**config.mk**
```make
export PLATFORM = sky130hd
export DESIGN_NAME = evsrc_pq_ctrl
export DESIGN_NICKNAME = d
export VERILOG_FILES = /design/src/rtl/evsrc_pkg.sv /design/src/rtl/evsrc_decode.sv /design/src/rtl/evsrc_cell.sv /design/src/rtl/evsrc_notify_arb.sv /design/src/rtl/evsrc_pq_ctrl.sv
export SDC_FILE = /design/constraint.sdc
export NUM_CORES = 1
export LEC_CHECK = 0
export ABC_AREA = 1
export CAP_MARGIN = 20
export CORE_MARGIN = 1.5
export CORE_UTILIZATION = 53
export CTS_BUF_LIST = sky130_fd_sc_hd__clkbuf_4
export DETAILED_ROUTE_END_ITERATION = 10
export DONT_BUFFER_PORTS = 1
export PLACE_DENSITY_LB_ADDON = 0.15
export SLEW_MARGIN = 40
export SYNTH_ARGS = -nofsm -noshare
export SYNTH_HDL_FRONTEND = slang
export SYNTH_SLANG_ARGS = --single-unit
```
**constraint.sdc**
```tcl
create_clock -name clk_i -period 1.7 [get_ports clk_i]
set_clock_uncertainty 0.05 [all_clocks]
set_input_delay 0.085 -clock clk_i [delete_from_list [all_inputs] [get_ports clk_i]]
set_output_delay 0.085 -clock clk_i [all_outputs]
set_load 0.01 [all_outputs]
```
**src/rtl/evsrc_pkg.sv**
```systemverilog
package evsrc_pkg;
  typedef enum logic [2:0] {
    OP_NONE,
    OP_GET,
    OP_EOI,
    OP_SET,
    OP_INJ
  } evsrc_op_e;

  localparam logic [1:0] PQ_IDLE = 2'b00;
  localparam logic [1:0] PQ_OFF  = 2'b01;
  localparam logic [1:0] PQ_PEND = 2'b10;
  localparam logic [1:0] PQ_QUED = 2'b11;

  // returns {forward, next_state}
  function automatic logic [2:0] pq_trigger(logic [1:0] pq);
    case (pq)
      PQ_IDLE: pq_trigger = {1'b1, PQ_PEND};
      PQ_PEND: pq_trigger = {1'b0, PQ_QUED};
      default: pq_trigger = {1'b0, pq};
    endcase
  endfunction

  function automatic logic [2:0] pq_eoi(logic [1:0] pq);
    case (pq)
      PQ_PEND: pq_eoi = {1'b0, PQ_IDLE};
      PQ_QUED: pq_eoi = {1'b1, PQ_PEND};
      default: pq_eoi = {1'b0, pq};
    endcase
  endfunction
endpackage

```
**src/rtl/evsrc_decode.sv**
```systemverilog
module evsrc_decode
  import evsrc_pkg::*;
#(
  parameter int NUM_SRC    = 8,
  parameter int PAGE_SHIFT = 16,
  parameter bit STORE_EOI  = 1'b1,
  parameter int SRC_W      = 3,
  parameter int ADDR_W     = 19
) (
  input  logic              req_i,
  input  logic              we_i,
  input  logic [ADDR_W-1:0] addr_i,
  output logic              hit_o,
  output logic [SRC_W-1:0]  src_o,
  output evsrc_op_e         op_o,
  output logic [1:0]        set_val_o
);
  localparam bit TWO_PAGE = (PAGE_SHIFT == 13) || (PAGE_SHIFT == 17);

  logic [11:0] off;
  logic        mgmt_page;
  wire         unused_addr = ^addr_i;

  assign off       = addr_i[11:0];
  assign src_o     = addr_i[ADDR_W-1:PAGE_SHIFT];
  assign hit_o     = req_i && (int'(src_o) < NUM_SRC);
  assign set_val_o = off[9:8];

  generate
    if (TWO_PAGE) begin : g_two_page
      assign mgmt_page = addr_i[PAGE_SHIFT-1];
    end else begin : g_one_page
      assign mgmt_page = 1'b1;
    end
  endgenerate

  always_comb begin
    op_o = OP_NONE;
    if (hit_o) begin
      if (!mgmt_page) begin
        op_o = we_i ? OP_INJ : OP_GET;
      end else if (we_i) begin
        case (off[11:10])
          2'b01:   op_o = STORE_EOI ? OP_EOI : OP_NONE;
          2'b10:   op_o = OP_INJ;
          default: op_o = OP_NONE;
        endcase
      end else begin
        case (off[11:10])
          2'b00:   op_o = OP_EOI;
          2'b11:   op_o = OP_SET;
          default: op_o = OP_GET;
        endcase
      end
    end
  end
endmodule

```
**src/rtl/evsrc_cell.sv**
```systemverilog
module evsrc_cell
  import evsrc_pkg::*;
#(
  parameter logic [1:0] RESET_PQ = 2'b00,
  parameter bit         IS_LEVEL = 1'b0
) (
  input  logic       clk_i,
  input  logic       rst_ni,
  input  evsrc_op_e  op_i,
  input  logic [1:0] set_val_i,
  input  logic       trig_i,
  input  logic       level_i,
  output logic [2:0] state_o,
  output logic       notify_o
);
  logic [1:0] pq_q, step1, step2;
  logic       asrt_q, n1, n2, hw_trig;

  always_comb begin
    step1 = pq_q;
    n1    = 1'b0;
    case (op_i)
      OP_EOI:  {n1, step1} = pq_eoi(pq_q);
      OP_SET:  step1 = set_val_i;
      OP_INJ:  {n1, step1} = pq_trigger(pq_q);
      default: ;
    endcase
    // access first, then the hardware trigger on its result
    hw_trig = IS_LEVEL ? ((level_i & ~asrt_q) |
                          ((op_i == OP_EOI) & asrt_q & ~step1[1]))
                       : trig_i;
    step2 = step1;
    n2    = 1'b0;
    if (hw_trig) {n2, step2} = pq_trigger(step1);
    notify_o = n1 | n2;
  end

  always_ff @(posedge clk_i or negedge rst_ni) begin
    if (!rst_ni) begin
      pq_q   <= RESET_PQ;
      asrt_q <= 1'b0;
    end else begin
      pq_q   <= step2;
      asrt_q <= IS_LEVEL ? level_i : 1'b0;
    end
  end

  assign state_o = {asrt_q, pq_q};

  AST_OFF_SILENT: assert property (@(posedge clk_i) disable iff (!rst_ni)
    (pq_q == PQ_OFF && op_i != OP_SET) |-> !notify_o);
  AST_FORWARD_LEAVES_P: assert property (@(posedge clk_i) disable iff (!rst_ni)
    notify_o |=> pq_q[1]);
  AST_QUEUED_HOLDS: assert property (@(posedge clk_i) disable iff (!rst_ni)
    (pq_q == PQ_QUED && (op_i == OP_NONE || op_i == OP_GET)) |=> pq_q == PQ_QUED);
  AST_EOI_REFIRE: assert property (@(posedge clk_i) disable iff (!rst_ni)
    (op_i == OP_EOI && pq_q == PQ_QUED) |-> notify_o);
  AST_SET_VALUE: assert property (@(posedge clk_i) disable iff (!rst_ni)
    (op_i == OP_SET && !trig_i && !IS_LEVEL) |=> pq_q == $past(set_val_i));
endmodule

```
**src/rtl/evsrc_notify_arb.sv**
```systemverilog
module evsrc_notify_arb #(
  parameter int NUM_SRC = 8,
  parameter int SRC_W   = 3
) (
  input  logic               clk_i,
  input  logic               rst_ni,
  input  logic [NUM_SRC-1:0] new_i,
  input  logic               ready_i,
  output logic               valid_o,
  output logic [SRC_W-1:0]   src_o
);
  logic [NUM_SRC-1:0] pend_q, grant;
  logic [SRC_W-1:0]   sel;
  logic               found, take, valid_q;
  logic [SRC_W-1:0]   src_q;

  assign take = !valid_q || ready_i;

  always_comb begin
    sel   = '0;
    found = 1'b0;
    for (int i = 0; i < NUM_SRC; i++) begin
      if (pend_q[i] && !found) begin
        sel   = SRC_W'(i);
        found = 1'b1;
      end
    end
    grant = '0;
    if (take && found) grant[sel] = 1'b1;
  end

  always_ff @(posedge clk_i or negedge rst_ni) begin
    if (!rst_ni) begin
      pend_q  <= '0;
      valid_q <= 1'b0;
      src_q   <= '0;
    end else begin
      pend_q <= (pend_q & ~grant) | new_i;
      if (take) begin
        valid_q <= found;
        if (found) src_q <= sel;
      end
    end
  end

  assign valid_o = valid_q;
  assign src_o   = src_q;

  AST_HOLD_SRC: assert property (@(posedge clk_i) disable iff (!rst_ni)
    (valid_o && !ready_i) |=> (valid_o && $stable(src_o)));
  AST_PEND_DRAINS: assert property (@(posedge clk_i) disable iff (!rst_ni)
    (pend_q != '0 && !valid_o) |=> valid_o);
endmodule

```
**src/rtl/evsrc_pq_ctrl.sv**
```systemverilog
module evsrc_pq_ctrl
  import evsrc_pkg::*;
#(
  parameter int                 NUM_SRC    = 8,
  parameter int                 PAGE_SHIFT = 16,
  parameter logic [1:0]         RESET_PQ   = 2'b00,
  parameter bit                 STORE_EOI  = 1'b1,
  parameter logic [NUM_SRC-1:0] LEVEL_MASK = '0,
  localparam int                SRC_W      = (NUM_SRC > 1) ? $clog2(NUM_SRC) : 1,
  localparam int                ADDR_W     = SRC_W + PAGE_SHIFT
) (
  input  logic               clk_i,
  input  logic               rst_ni,
  input  logic [NUM_SRC-1:0] trig_i,
  input  logic [NUM_SRC-1:0] level_i,
  input  logic               bus_req_i,
  input  logic               bus_we_i,
  input  logic [ADDR_W-1:0]  bus_addr_i,
  output logic [2:0]         bus_rdata_o,
  output logic               bus_rvalid_o,
  output logic               notify_valid_o,
  output logic [SRC_W-1:0]   notify_src_o,
  input  logic               notify_ready_i
);
  logic               dec_hit;
  logic [SRC_W-1:0]   dec_src;
  evsrc_op_e          dec_op;
  logic [1:0]         dec_set;
  logic [2:0]         state [NUM_SRC];
  logic [NUM_SRC-1:0] fwd;
  logic [2:0]         rdata_q;
  logic               rvalid_q;

  evsrc_decode #(
    .NUM_SRC(NUM_SRC), .PAGE_SHIFT(PAGE_SHIFT), .STORE_EOI(STORE_EOI),
    .SRC_W(SRC_W), .ADDR_W(ADDR_W)
  ) u_dec (
    .req_i(bus_req_i), .we_i(bus_we_i), .addr_i(bus_addr_i),
    .hit_o(dec_hit), .src_o(dec_src), .op_o(dec_op), .set_val_o(dec_set)
  );

  generate
    for (genvar i = 0; i < NUM_SRC; i++) begin : g_src
      evsrc_op_e op_i;
      assign op_i = (dec_src == SRC_W'(i)) ? dec_op : OP_NONE;
      evsrc_cell #(.RESET_PQ(RESET_PQ), .IS_LEVEL(LEVEL_MASK[i])) u_cell (
        .clk_i(clk_i), .rst_ni(rst_ni), .op_i(op_i), .set_val_i(dec_set),
        .trig_i(trig_i[i]), .level_i(level_i[i]),
        .state_o(state[i]), .notify_o(fwd[i])
      );
    end
  endgenerate

  evsrc_notify_arb #(.NUM_SRC(NUM_SRC), .SRC_W(SRC_W)) u_arb (
    .clk_i(clk_i), .rst_ni(rst_ni), .new_i(fwd), .ready_i(notify_ready_i),
    .valid_o(notify_valid_o), .src_o(notify_src_o)
  );

  always_ff @(posedge clk_i or negedge rst_ni) begin
    if (!rst_ni) begin
      rdata_q  <= '0;
      rvalid_q <= 1'b0;
    end else begin
      rvalid_q <= bus_req_i && !bus_we_i;
      if (bus_req_i && !bus_we_i) rdata_q <= dec_hit ? state[dec_src] : 3'b000;
    end
  end

  assign bus_rdata_o  = rdata_q;
  assign bus_rvalid_o = rvalid_q;

  AST_LOAD_ANSWERS: assert property (@(posedge clk_i) disable iff (!rst_ni)
    (bus_req_i && !bus_we_i) |=> bus_rvalid_o);
  AST_NO_SPURIOUS_RVALID: assert property (@(posedge clk_i) disable iff (!rst_ni)
    !(bus_req_i && !bus_we_i) |=> !bus_rvalid_o);
endmodule

```
==> impl_metrics.ini <==
[job]
drv_cap = 0

[detailed_routing]
drc_errors = 2
routed_via_density = 5.55
ant_nets = 0
vias = 2579
first_pass_iters = 8
wire_per_inst_um = 13.9
drt_iter0_drc = 172
wl_um = 6460

[critical_path]
cpMaxStageDelayCell = dfrtp_1
end_kind = register
r2r_slack_ns = 0.12
crit_start = u_arb.pend_q[3]$_DFF_PN0_
crit_type = register to register
cp_max_fo = 8
critical_path_required_ns = 1.93
worstSetupStartpointType = register
reg2reg_to = u_arb.pend_q[6]$_DFF_PN0_
path_cells = nor2_1, nand3_1, nor2_1, nand3_1, nand2_4, inv_1, nand2_1, a21oi_1, nand2_1
max_stage_delay_ns = 0.41
rr_startpoint = u_arb.pend_q[3]$_DFF_PN0_
worstRegToRegCells = 9
critPathArrivalTime_ns = 1.82

[yosys]
syn_inst = 385
synth_cell_types = 30
syn_area_per_cell_sq_um = 6.49
synth_warnings = 0
ys_seq_elements = 31
syn_area_sq_um = 2500
ys_seq_area_share_pct = 31.0
syn_nets = 428

[outcome]
run_status = complete, but fails checks
violations = design-rule violations

[placement]
dp_hpwl_um = 4870
dp.cells = 439
port-buffer-count = 0
gpl.final_weighted_congestion = 0.989

[timing]
hold_viol_final = 0
finalCritPeriodShare_pct = 93.2
period_minus_slack_ns = 1.58
max_freq_mhz = 631
whs_ns = 0.0203
setup_viol = 0
slew_viol_final = 0

[cts]
htreeDepth = 2
insertion_delay_ns = 0.34
cts_made_buffers = 5
path_clk_slew_ns = 0.11
clock_sinks = 31
tritoncts = yes
clockRootBuffer = clkbuf_4
clockBufferDepth = 2

[floorplan]
io_pins = 48
initial_core_util_pct = 56.2
num_rows = 24
die_width_um = 71.7
dieHeight_um = 71.7
core_sq_um = 4440
die_area_sq_um = 5140

[cells_and_area]
diodes = 0
area_growth_pct = 13.4
final_cells = 465
nets = 456
drive_gt1_share_pct = 13.1

[global_routing]
grt_max_degree = 32
grt_pass1_wl_um = 11000
antenna_found_initial = 0
track_usage_pct = 27.4
grt_pass1_vias = 2510
gr-total-overflow = 0

[hold_path]
holdPathEnd = g_src[7].u_cell.pq_q[1]$_DFF_PN0_
hp-start = bus_addr_i[9]
hold_depth = 4
min_path_type = input port to register

[pwr]
p_leak_nw = 1.39
pwr_density_cell_nw_per_um2 = 1010
ir_drop_uv = 429
## how the worst max path moves through the flow
stage	to	slack, ns
after detailed placement	u_arb.pend_q[2]$_DFF_PN0_	0.02
after global placement	u_arb.pend_q[6]$_DFF_PN0_	0.07
after floorplan	u_arb.src_o[1]$_DFFE_PN0P_	0.19
after global routing	u_arb.pend_q[6]$_DFF_PN0_	-0.008
final	u_arb.pend_q[6]$_DFF_PN0_	0.12
after CTS	u_arb.pend_q[6]$_DFF_PN0_	0.04
## per-layer routing
metal / track usage [%] / up-vias / share of wire [%]
met5: 0 / - / 0
met4: 8.60 / 0 / 1.3
met3: 5.20 / 10 / 7.0
met2: 45.8 / 77 / 47
met1: 35.9 / 1179 / 45
li1: - / 1313 / -
## worst max-delay path: cells and delay by family (launching register included)
kind / cells / cell delay (ns)
flip-flops: 1 / 0.41
AO/OA/AOI/OAI: 1 / 0.08
buffers and inverters: 1 / 0.11
AND/OR/NAND/NOR: 7 / 0.87
## Yosys cell counts (all sizes together)
cell type  instances  area (sq um)
conb               1          3.75
nand3             47           253
nand3b             2          15.0
nor3               5          30.0
o211ai             1          7.51
o2111ai            1          8.76
inv               53           204
dfrtp             31           776
a21oi              5          25.0
nand4             14          87.6
nand2             93           364
o22ai              7          43.8
a31oi              2          12.5
o21ai             22           110
a41oi              1          8.76
ha                 3          37.5
o31ai              6          45.0
buf                5          36.3
nor2              86           430
## timing repair
item,CTS,global route
endpoints found under the setup margin,0,8
setup buffers,0,2
endpoints found under the hold margin,59,0
resized for setup,0,4
hold buffers,17,0
## final cells by class
| cell class | instances | area [sq um] |
|---|---|---|
| multi-input combinational | 296 | 1500 |
| timing repair buffer | 26 | 248 |
| clock buffer | 5 | 37.5 |
| tap | 52 | 65.1 |
| sequential | 31 | 776 |
| fill | 417 | 1610 |
| inverter | 53 | 204 |
| clock inverter | 2 | 8.76 |
## where the power goes
part	internal [mW]	total, mW	switching (mW)
clock network	0.146	0.427	0.281
logic	0.484	1.30	0.819
registers	0.943	1.13	0.185
total	1.57	2.86	1.29
## through the flow
stage	util (%)	setup WS, ns	power, mW	cell area [sq um]	setup TNS, ns
after floorplan	-	0.192	2.03	2500	0
after global placement	58.1	0.0689	2.31	2580	0
after detailed placement	58.1	0.0202	2.34	2580	0
after CTS	63.1	0.0375	2.82	2810	0
after global routing	63.8	-0.00838	3.12	2830	-0.00838
final	63.8	0.116	2.86	2830	0
## flip-flops by register name, summed over array words and instances (netlist names)
signal and count:
bus_rvalid_o 1, u_arb.pend_q 8, g_src.u_cell.pq_q 16, u_arb.src_o 3, u_arb.valid_o 1, bus_rdata_o 2
## cell usage in the layout, fill, tap and decap left out, types with 4 or more instances in the layout
cell type       n
nand2_1        88
o22ai_1         7
nand4_1        14
inv_2           4
buf_4           9
inv_1          48
o31ai_1         6
nor2_2         15
nor3_1          4
nand3_1        45
nor2_4         10
nor2_1         61
dfrtp_1        31
a21oi_1         5
dlygate4sd3_1  16
clkbuf_4        5
o21ai_0        22
## cells by family after synthesis
group / synth area share, %
DFF: 31.0
buffers and inverters: 9.61
adders and majority gates: 1.50
other: 0.150
and+or+nand+nor: 47.2
AOI/OAI and AO/OA: 10.5
(Power assumes the default switching activity.)
